File: src/rtl/isel_pkg.sv
package isel_pkg;

    // How a granted head reaches the execute stage
    typedef enum logic [1:0] {
        DLV_NONE = 2'd0,
        DLV_NOW  = 2'd1,
        DLV_LATE = 2'd2
    } dlv_e;

endpackage

File: src/rtl/isel_rank.sv
// Pairwise age comparison of all class heads: each class learns how many
// eligible heads are older than itself, which is also its slot index.
module isel_rank #(
    parameter int NCLS  = 4,
    parameter int SEQW  = 8,
    parameter int WIDTH = 2,
    localparam int CW   = $clog2(NCLS + 1)
) (
    input  logic [NCLS-1:0]           elig,
    input  logic [NCLS-1:0]           cand,
    input  logic [NCLS-1:0][SEQW-1:0] seq,
    output logic [NCLS-1:0][CW-1:0]   ahead,
    output logic [NCLS-1:0]           grant,
    output logic [NCLS-1:0]           visit
);

    logic [NCLS-1:0][NCLS-1:0] older;   // older[i][j]: eligible j is ahead of i

    for (genvar i = 0; i < NCLS; i++) begin : g_row
        for (genvar j = 0; j < NCLS; j++) begin : g_col
            if (j < i) begin : g_lo
                assign older[i][j] = elig[j] && (seq[j] <= seq[i]);
            end else if (j > i) begin : g_hi
                assign older[i][j] = elig[j] && (seq[j] < seq[i]);
            end else begin : g_self
                assign older[i][j] = 1'b0;
            end
        end
        assign ahead[i] = CW'($countones(older[i]));
        assign visit[i] = cand[i] && (int'(ahead[i]) < WIDTH);
        assign grant[i] = elig[i] && visit[i];
    end

endmodule

File: src/rtl/isel_unit.sv
// One execution unit per class: reservation timer, completion report and
// busy-event counter.
module isel_unit #(
    parameter int SEQW = 8,
    parameter int LATW = 3,
    parameter int BCW  = 8,
    parameter bit NOFU = 1'b0
) (
    input  logic            clk,
    input  logic            rst_n,
    input  logic            grant,
    input  logic            defer,
    input  logic [LATW-1:0] iss_lat,
    input  logic [SEQW-1:0] seq_in,
    input  logic            busy_hit,
    output logic            avail,
    output logic            done_vld,
    output logic [SEQW-1:0] done_seq,
    output logic [BCW-1:0]  busy_cnt
);

    typedef struct packed {
        logic            busy;
        logic [LATW-1:0] cnt;
        logic [SEQW-1:0] seq;
        logic [BCW-1:0]  bcnt;
    } unit_st_t;

    unit_st_t st_d, st_q;
    logic     defer_eff;

    assign defer_eff = defer && !NOFU;

    always_comb begin
        st_d = st_q;
        if (st_q.busy) begin
            if (st_q.cnt == LATW'(1)) st_d.busy = 1'b0;
            else                      st_d.cnt  = st_q.cnt - LATW'(1);
        end
        if (grant && defer_eff) begin
            st_d.busy = 1'b1;
            st_d.cnt  = iss_lat - LATW'(1);
            st_d.seq  = seq_in;
        end
        if (busy_hit && (st_q.bcnt != '1)) begin
            st_d.bcnt = st_q.bcnt + BCW'(1);
        end
    end

    always_ff @(posedge clk or negedge rst_n) begin
        if (!rst_n) st_q <= '0;
        else        st_q <= st_d;
    end

    assign avail    = !st_q.busy;
    assign done_vld = st_q.busy && (st_q.cnt == LATW'(1));
    assign done_seq = st_q.seq;
    assign busy_cnt = st_q.bcnt;

    assert_no_grant_busy_R7: assert property (@(posedge clk) disable iff (!rst_n)
        st_q.busy |-> !grant);
    assert_timer_load_R7: assert property (@(posedge clk) disable iff (!rst_n)
        (grant && defer_eff) |=> (st_q.busy && st_q.cnt == $past(iss_lat) - LATW'(1)));
    assert_busy_step_R4: assert property (@(posedge clk) disable iff (!rst_n)
        (busy_hit && st_q.bcnt != '1) |=> (st_q.bcnt == $past(st_q.bcnt) + BCW'(1)));
    assert_quick_free_R6: assert property (@(posedge clk) disable iff (!rst_n)
        (grant && !defer) |=> !st_q.busy);

endmodule

File: src/rtl/oldest_issue_select.sv
module oldest_issue_select #(
    parameter int NCLS  = 4,
    parameter int WIDTH = 2,
    parameter int SEQW  = 8,
    parameter int LATW  = 3,
    parameter int BCW   = 8,
    localparam int CLSW = (NCLS > 1) ? $clog2(NCLS) : 1,
    localparam int CW   = $clog2(NCLS + 1)
) (
    input  logic                       clk,
    input  logic                       rst_n,
    input  logic [NCLS-1:0]            hd_valid,
    input  logic [NCLS-1:0][SEQW-1:0]  hd_seq,
    input  logic [NCLS-1:0]            hd_squash,
    input  logic [NCLS-1:0]            hd_mem,
    input  logic [NCLS-1:0][LATW-1:0]  op_lat,
    input  logic [NCLS-1:0][LATW-1:0]  iss_lat,
    output logic [NCLS-1:0]            pop,
    output logic [NCLS-1:0]            entry_rel,
    output logic [WIDTH-1:0]           slot_vld,
    output logic [WIDTH-1:0][CLSW-1:0] slot_cls,
    output logic [WIDTH-1:0][SEQW-1:0] slot_seq,
    output logic [WIDTH-1:0]           slot_late,
    output logic [NCLS-1:0]            done_vld,
    output logic [NCLS-1:0][SEQW-1:0]  done_seq,
    output logic [NCLS-1:0][BCW-1:0]   busy_cnt,
    output logic                       active
);
    import isel_pkg::*;

    logic [NCLS-1:0]         cand, elig, avail, grant, visit, busy_hit, drop, defer;
    logic [NCLS-1:0][CW-1:0] ahead;
    dlv_e                    route [NCLS];

    assign cand     = hd_valid & ~hd_squash;
    assign elig     = cand & avail;
    assign drop     = hd_valid & hd_squash;
    assign busy_hit = visit & ~elig;

    isel_rank #(.NCLS(NCLS), .SEQW(SEQW), .WIDTH(WIDTH)) u_rank (
        .elig  (elig),
        .cand  (cand),
        .seq   (hd_seq),
        .ahead (ahead),
        .grant (grant),
        .visit (visit)
    );

    for (genvar c = 0; c < NCLS; c++) begin : g_cls
        assign defer[c] = (c != 0) && (op_lat[c] > LATW'(1)) && (iss_lat[c] > LATW'(1));

        always_comb begin
            if (!grant[c])     route[c] = DLV_NONE;
            else if (defer[c]) route[c] = DLV_LATE;
            else               route[c] = DLV_NOW;
        end

        isel_unit #(.SEQW(SEQW), .LATW(LATW), .BCW(BCW), .NOFU(c == 0)) u_unit (
            .clk      (clk),
            .rst_n    (rst_n),
            .grant    (grant[c]),
            .defer    (defer[c]),
            .iss_lat  (iss_lat[c]),
            .seq_in   (hd_seq[c]),
            .busy_hit (busy_hit[c]),
            .avail    (avail[c]),
            .done_vld (done_vld[c]),
            .done_seq (done_seq[c]),
            .busy_cnt (busy_cnt[c])
        );

        assign pop[c]       = drop[c] || (route[c] != DLV_NONE);
        assign entry_rel[c] = (route[c] != DLV_NONE) && !hd_mem[c];

        assert_squash_drop_R3: assert property (@(posedge clk) disable iff (!rst_n)
            drop[c] |-> (pop[c] && !entry_rel[c]));
        assert_mem_keep_R8: assert property (@(posedge clk) disable iff (!rst_n)
            entry_rel[c] |-> (pop[c] && !hd_mem[c]));
    end

    // Slot multiplexer: a granted class lands in the slot named by its rank
    always_comb begin
        slot_vld  = '0;
        slot_cls  = '0;
        slot_seq  = '0;
        slot_late = '0;
        for (int s = 0; s < WIDTH; s++) begin
            for (int c = 0; c < NCLS; c++) begin
                if (grant[c] && (int'(ahead[c]) == s)) begin
                    slot_vld[s]  = 1'b1;
                    slot_cls[s]  = CLSW'(c);
                    slot_seq[s]  = hd_seq[c];
                    slot_late[s] = (route[c] == DLV_LATE);
                end
            end
        end
    end

    assign active = |grant;

    assert_slot_count_R2: assert property (@(posedge clk) disable iff (!rst_n)
        $countones(slot_vld) == $countones(pop & ~drop));
    assert_active_R9: assert property (@(posedge clk) disable iff (!rst_n)
        active == (slot_vld != '0));

    for (genvar s = 1; s < WIDTH; s++) begin : g_ord
        assert_age_order_R1: assert property (@(posedge clk) disable iff (!rst_n)
            slot_vld[s] |-> (slot_vld[s-1] && slot_seq[s-1] <= slot_seq[s]));
    end

endmodule

File: config.mk
export PLATFORM = sky130hd
export DESIGN_NAME = oldest_issue_select
export DESIGN_NICKNAME = d
export VERILOG_FILES = /design/src/rtl/isel_pkg.sv /design/src/rtl/isel_rank.sv /design/src/rtl/isel_unit.sv /design/src/rtl/oldest_issue_select.sv
export SDC_FILE = /design/constraint.sdc
export NUM_CORES = 1
export LEC_CHECK = 0
export ABC_AREA = 1
export BUFFER_PORTS_ARGS = -buffer_cell sky130_fd_sc_hd__clkbuf_2
export CAP_MARGIN = 15
export CORE_ASPECT_RATIO = 2
export CORE_MARGIN = 2
export CORE_UTILIZATION = 35
export CTS_CLUSTER_SIZE = 20
export DETAILED_ROUTE_END_ITERATION = 10
export HOLD_SLACK_MARGIN = 0.02
export SLEW_MARGIN = 30
export SYNTH_ARGS = -nofsm -noshare
export SYNTH_HDL_FRONTEND = slang
export SYNTH_SLANG_ARGS = --single-unit
File: constraint.sdc
create_clock -name clk -period 3.8 [get_ports clk]
set_input_delay 0.38 -clock clk [delete_from_list [all_inputs] [get_ports clk]]
set_output_delay 0.38 -clock clk [all_outputs]
set_load 0.02 [all_outputs]
==> results.toml <==
[floorplan]
dieHeight_um = 200
die_w_um = 102
row_count = 71
dieArea_um2 = 20400
ioPinCount = 171
core_um2 = 18800
initial_core_util_pct = 35.8

[cts]
postCtsHoldBufs = 0
cts_tree = "built"
cts_sinks = 72
clk_pin_slew_ns = 0.06
h-tree-depth = 3
cts_made_buffers = 9
clockRootBuffer = "clkbuf_16"
cts_buffer_depth = 2
clk_latency_ns = 0.35

[synthesis]
synth_mux_area_share_pct = 0
synth.distinct_cells = 41
async_flop_share_pct = 100
seq_area_frac_synth_pct = 26.7
synth-simple-area-share_pct = 29.2
synth_edf_count = 0
yosys.area_share.adder_pct = 15.5
synth_xor_area_share_pct = 3.73
synthCells = 928
syn_area_um2 = 6740
synth_seq_cells = 72
yosysWarnings = 0
synth_flop_cell = "dfrtp_1"
avgSynthCellArea_um2 = 7.26
synth_compound_area_share_pct = 8.43
synth_top_family_by_area = "simple AND/OR/NAND/NOR gates"

[timing]
drv_slew = 0
worst_pin_slew_ns = 0.740
period_share_pct = 94.2
hold_violations = 0
setup_tns_ns = 0
fin_skew_ns = 0.00968
relSlewSlack_pct = 50.7
rsz0062_at_grt = "no"
achievable-frequency_ghz = 0.279
finalSetupViolations = 0
fin_crit_ns = 3.58

[drt]
viasPerCell = 4.70
drc = 0
totalWireLength_um = 18600
wire_per_inst_um = 14.3
drtAntennaViolNets = 0
vias = 6100
drt_iter0_drc = 222
dr.pass1.iters = 5

[power]
p_per_area_nw_per_um2 = 547
total_power_w = 0.00423
peakVddDrop_v = 0.000316
p_leak_nw = 4.44

[worst_setup_path]
rr_worst_depth = 11
rr_startpoint = "g_cls[0].u_unit.st_q[19]$_DFF_PN0_"
worstPathMaxFanout = 6
critPathArrivalTime_ns = 3.20
r2r-end = "g_cls[2].u_unit.busy_cnt[7]$_DFFE_PN0P_"
worstPathRequired_ns = 3.42
crit_path_max_incr_delay_ns = 0.47
cp_num_buf_inv = 4
endpoint = "slot_seq[2]"
cp_common_cell = "nand2_1"
crit_cells = 15
critical_path_class = "input pin to output port"
endpoint_kind = "output port"
crit_path_top_delay_cell = "fa_1"
r2r_slack_ns = 1.38
startpoint_type = "input pin"
cpLargestDelayFamily = "simple AND/OR/NAND/NOR gates"
crit_start = "hd_seq[15]"
path_cells = "clkbuf_2 -> inv_1 -> ha_1 -> nand2_1 -> nor2_1 -> nand4_1 -> a21oi_1 -> fa_1 -> nor2_1 -> nand4_4 -> buf_4 -> nand2_1 -> nand2_1 -> a21oi_1 -> clkbuf_2"

[placed_design]
place_congestion = 0.902
hpwlAfterDp_um = 15400
port_buffers = 153

[global_routing]
grt_overflow = 0
grt_pass1_vias = 5712
grt_pass1_wl_um = 28800
grt_max_degree = 73
grt_usage_pct = 18.3
antenna_found_initial = 0

[status]
status = "complete, no violations"

[cells_and_area]
drive_above_1_share_pct = 22.8
nets = 1188
final_common_cell = "nand2_1"
final_cell_mix = "nand2_1, clkbuf_2, inv_1, nor2_1, ha_1"
n_antenna_cell = 0
syn2layout_area_growth_pct = 14.7

[run]
drv_cap = 0

[min_path]
hp-class = "input pin to asynchronous set/reset pin"
-- registers in the layout, summed over array words and instances (netlist names) --
signal and count:
g_cls.u_unit.busy_cnt 32, g_cls.u_unit.done_seq 24, g_cls.u_unit.st_q 16
-- Yosys cell counts (2+ instances only) --
library cell	instances	area (um2)
nand3b_1	4	30.0
fa_1	4	80.1
nand2_2	9	56.3
xor2_1	22	193
dfrtp_1	72	1800
o21ai_1	8	40.0
o21bai_1	2	15.0
nor3_1	7	35.0
buf_6	5	56.3
buf_2	5	25.0
or2_2	6	37.5
a21oi_1	54	270
nor2_1	96	360
nand4_1	21	131
inv_2	6	22.5
inv_1	118	443
or2_0	2	12.5
buf_4	73	548
nand3_1	51	255
nand2_4	2	22.5
nand3_2	3	30.0
o21a_1	6	45.0
nand2_1	216	811
nor2_4	5	56.3
o21ai_0	29	145
xnor2_1	3	26.3
nor2_2	8	50.1
ha_1	77	963
xnor2_2	2	32.5
-- per-stage QoR --
stage	std cells	instance area, um2	util, %	hold slack [ns]	worst slack, ns
2_1_floorplan	935	6770	-	0.0844	0.552
3_3_place_gp	1276	7340	39.0	0.462	0.163
3_5_place_dp	1276	7350	39.0	0.457	0.122
4_1_cts	1292	7690	40.8	0.0820	0.117
5_1_grt	1297	7730	41.1	0.117	0.0133
6_report	1297	7730	41.1	0.00433	0.219
-- worst min-delay path by stage --
stage / startpoint / depth (start not counted) / endpoint / slack [ns]
final: rst_n / 1 / g_cls[1].u_unit.done_seq[4]$_DFFE_PN0P_ / 0.004
after global routing: rst_n / 1 / g_cls[1].u_unit.done_seq[4]$_DFFE_PN0P_ / 0.12
after CTS: rst_n / 1 / g_cls[1].u_unit.done_seq[4]$_DFFE_PN0P_ / 0.08
after detailed placement: rst_n / 1 / g_cls[1].u_unit.done_seq[4]$_DFFE_PN0P_ / 0.46
after global placement: g_cls[3].u_unit.done_seq[1]$_DFFE_PN0P_ / 2 / g_cls[3].u_unit.done_seq[1]$_DFFE_PN0P_ / 0.46
after floorplan: rst_n / 0 / g_cls[0].u_unit.busy_cnt[0]$_DFFE_PN0P_ / 0.08
-- routing by layer --
metal / vias to the layer above / global-route usage, % / part of all wire (%)
met5: - / 0 / 0
met4: 0 / 8.10 / 3.5
met3: 36 / 2.51 / 4.1
met2: 146 / 34.8 / 56
met1: 2821 / 19.1 / 37
li1: 3097 / - / -
-- power by group --
part / total [W] / internal [W] / switching, W
registers: 0.00128 / 0.00105 / 0.000238
logic: 0.00194 / 0.000680 / 0.00126
clock network: 0.00101 / 0.000647 / 0.000360
-- timing repair --
| action | CTS | global route |
|---|---|---|
| endpoints found under the setup margin | 0 | 9 |
| setup buffers | 0 | 5 |
| gates resized for setup | 0 | 1 |
-- layout make-up --
class / count / area, um2
Inverter: 125 / 472
Sequential cell: 72 / 1800
Timing Repair Buffer: 174 / 930
Fill cell: 2019 / 11100
Clock inverter: 6 / 116
Tap cell: 255 / 319
Clock buffer: 10 / 229
Multi-Input combinational cell: 655 / 3860
-- cell families (layout without fill, tap and decap cells) --
kind of cell / Yosys count / after routing
AOI/OAI and AO/OA: 104 / 104
xor gates and xnor gates: 27 / 27
adders and majority gates: 81 / 81
buffers and inverters: 208 / 315
DFF: 72 / 72
other: 1 / 8
and+or+nand+nor: 435 / 435
Power figures use the tool's default switching activity.
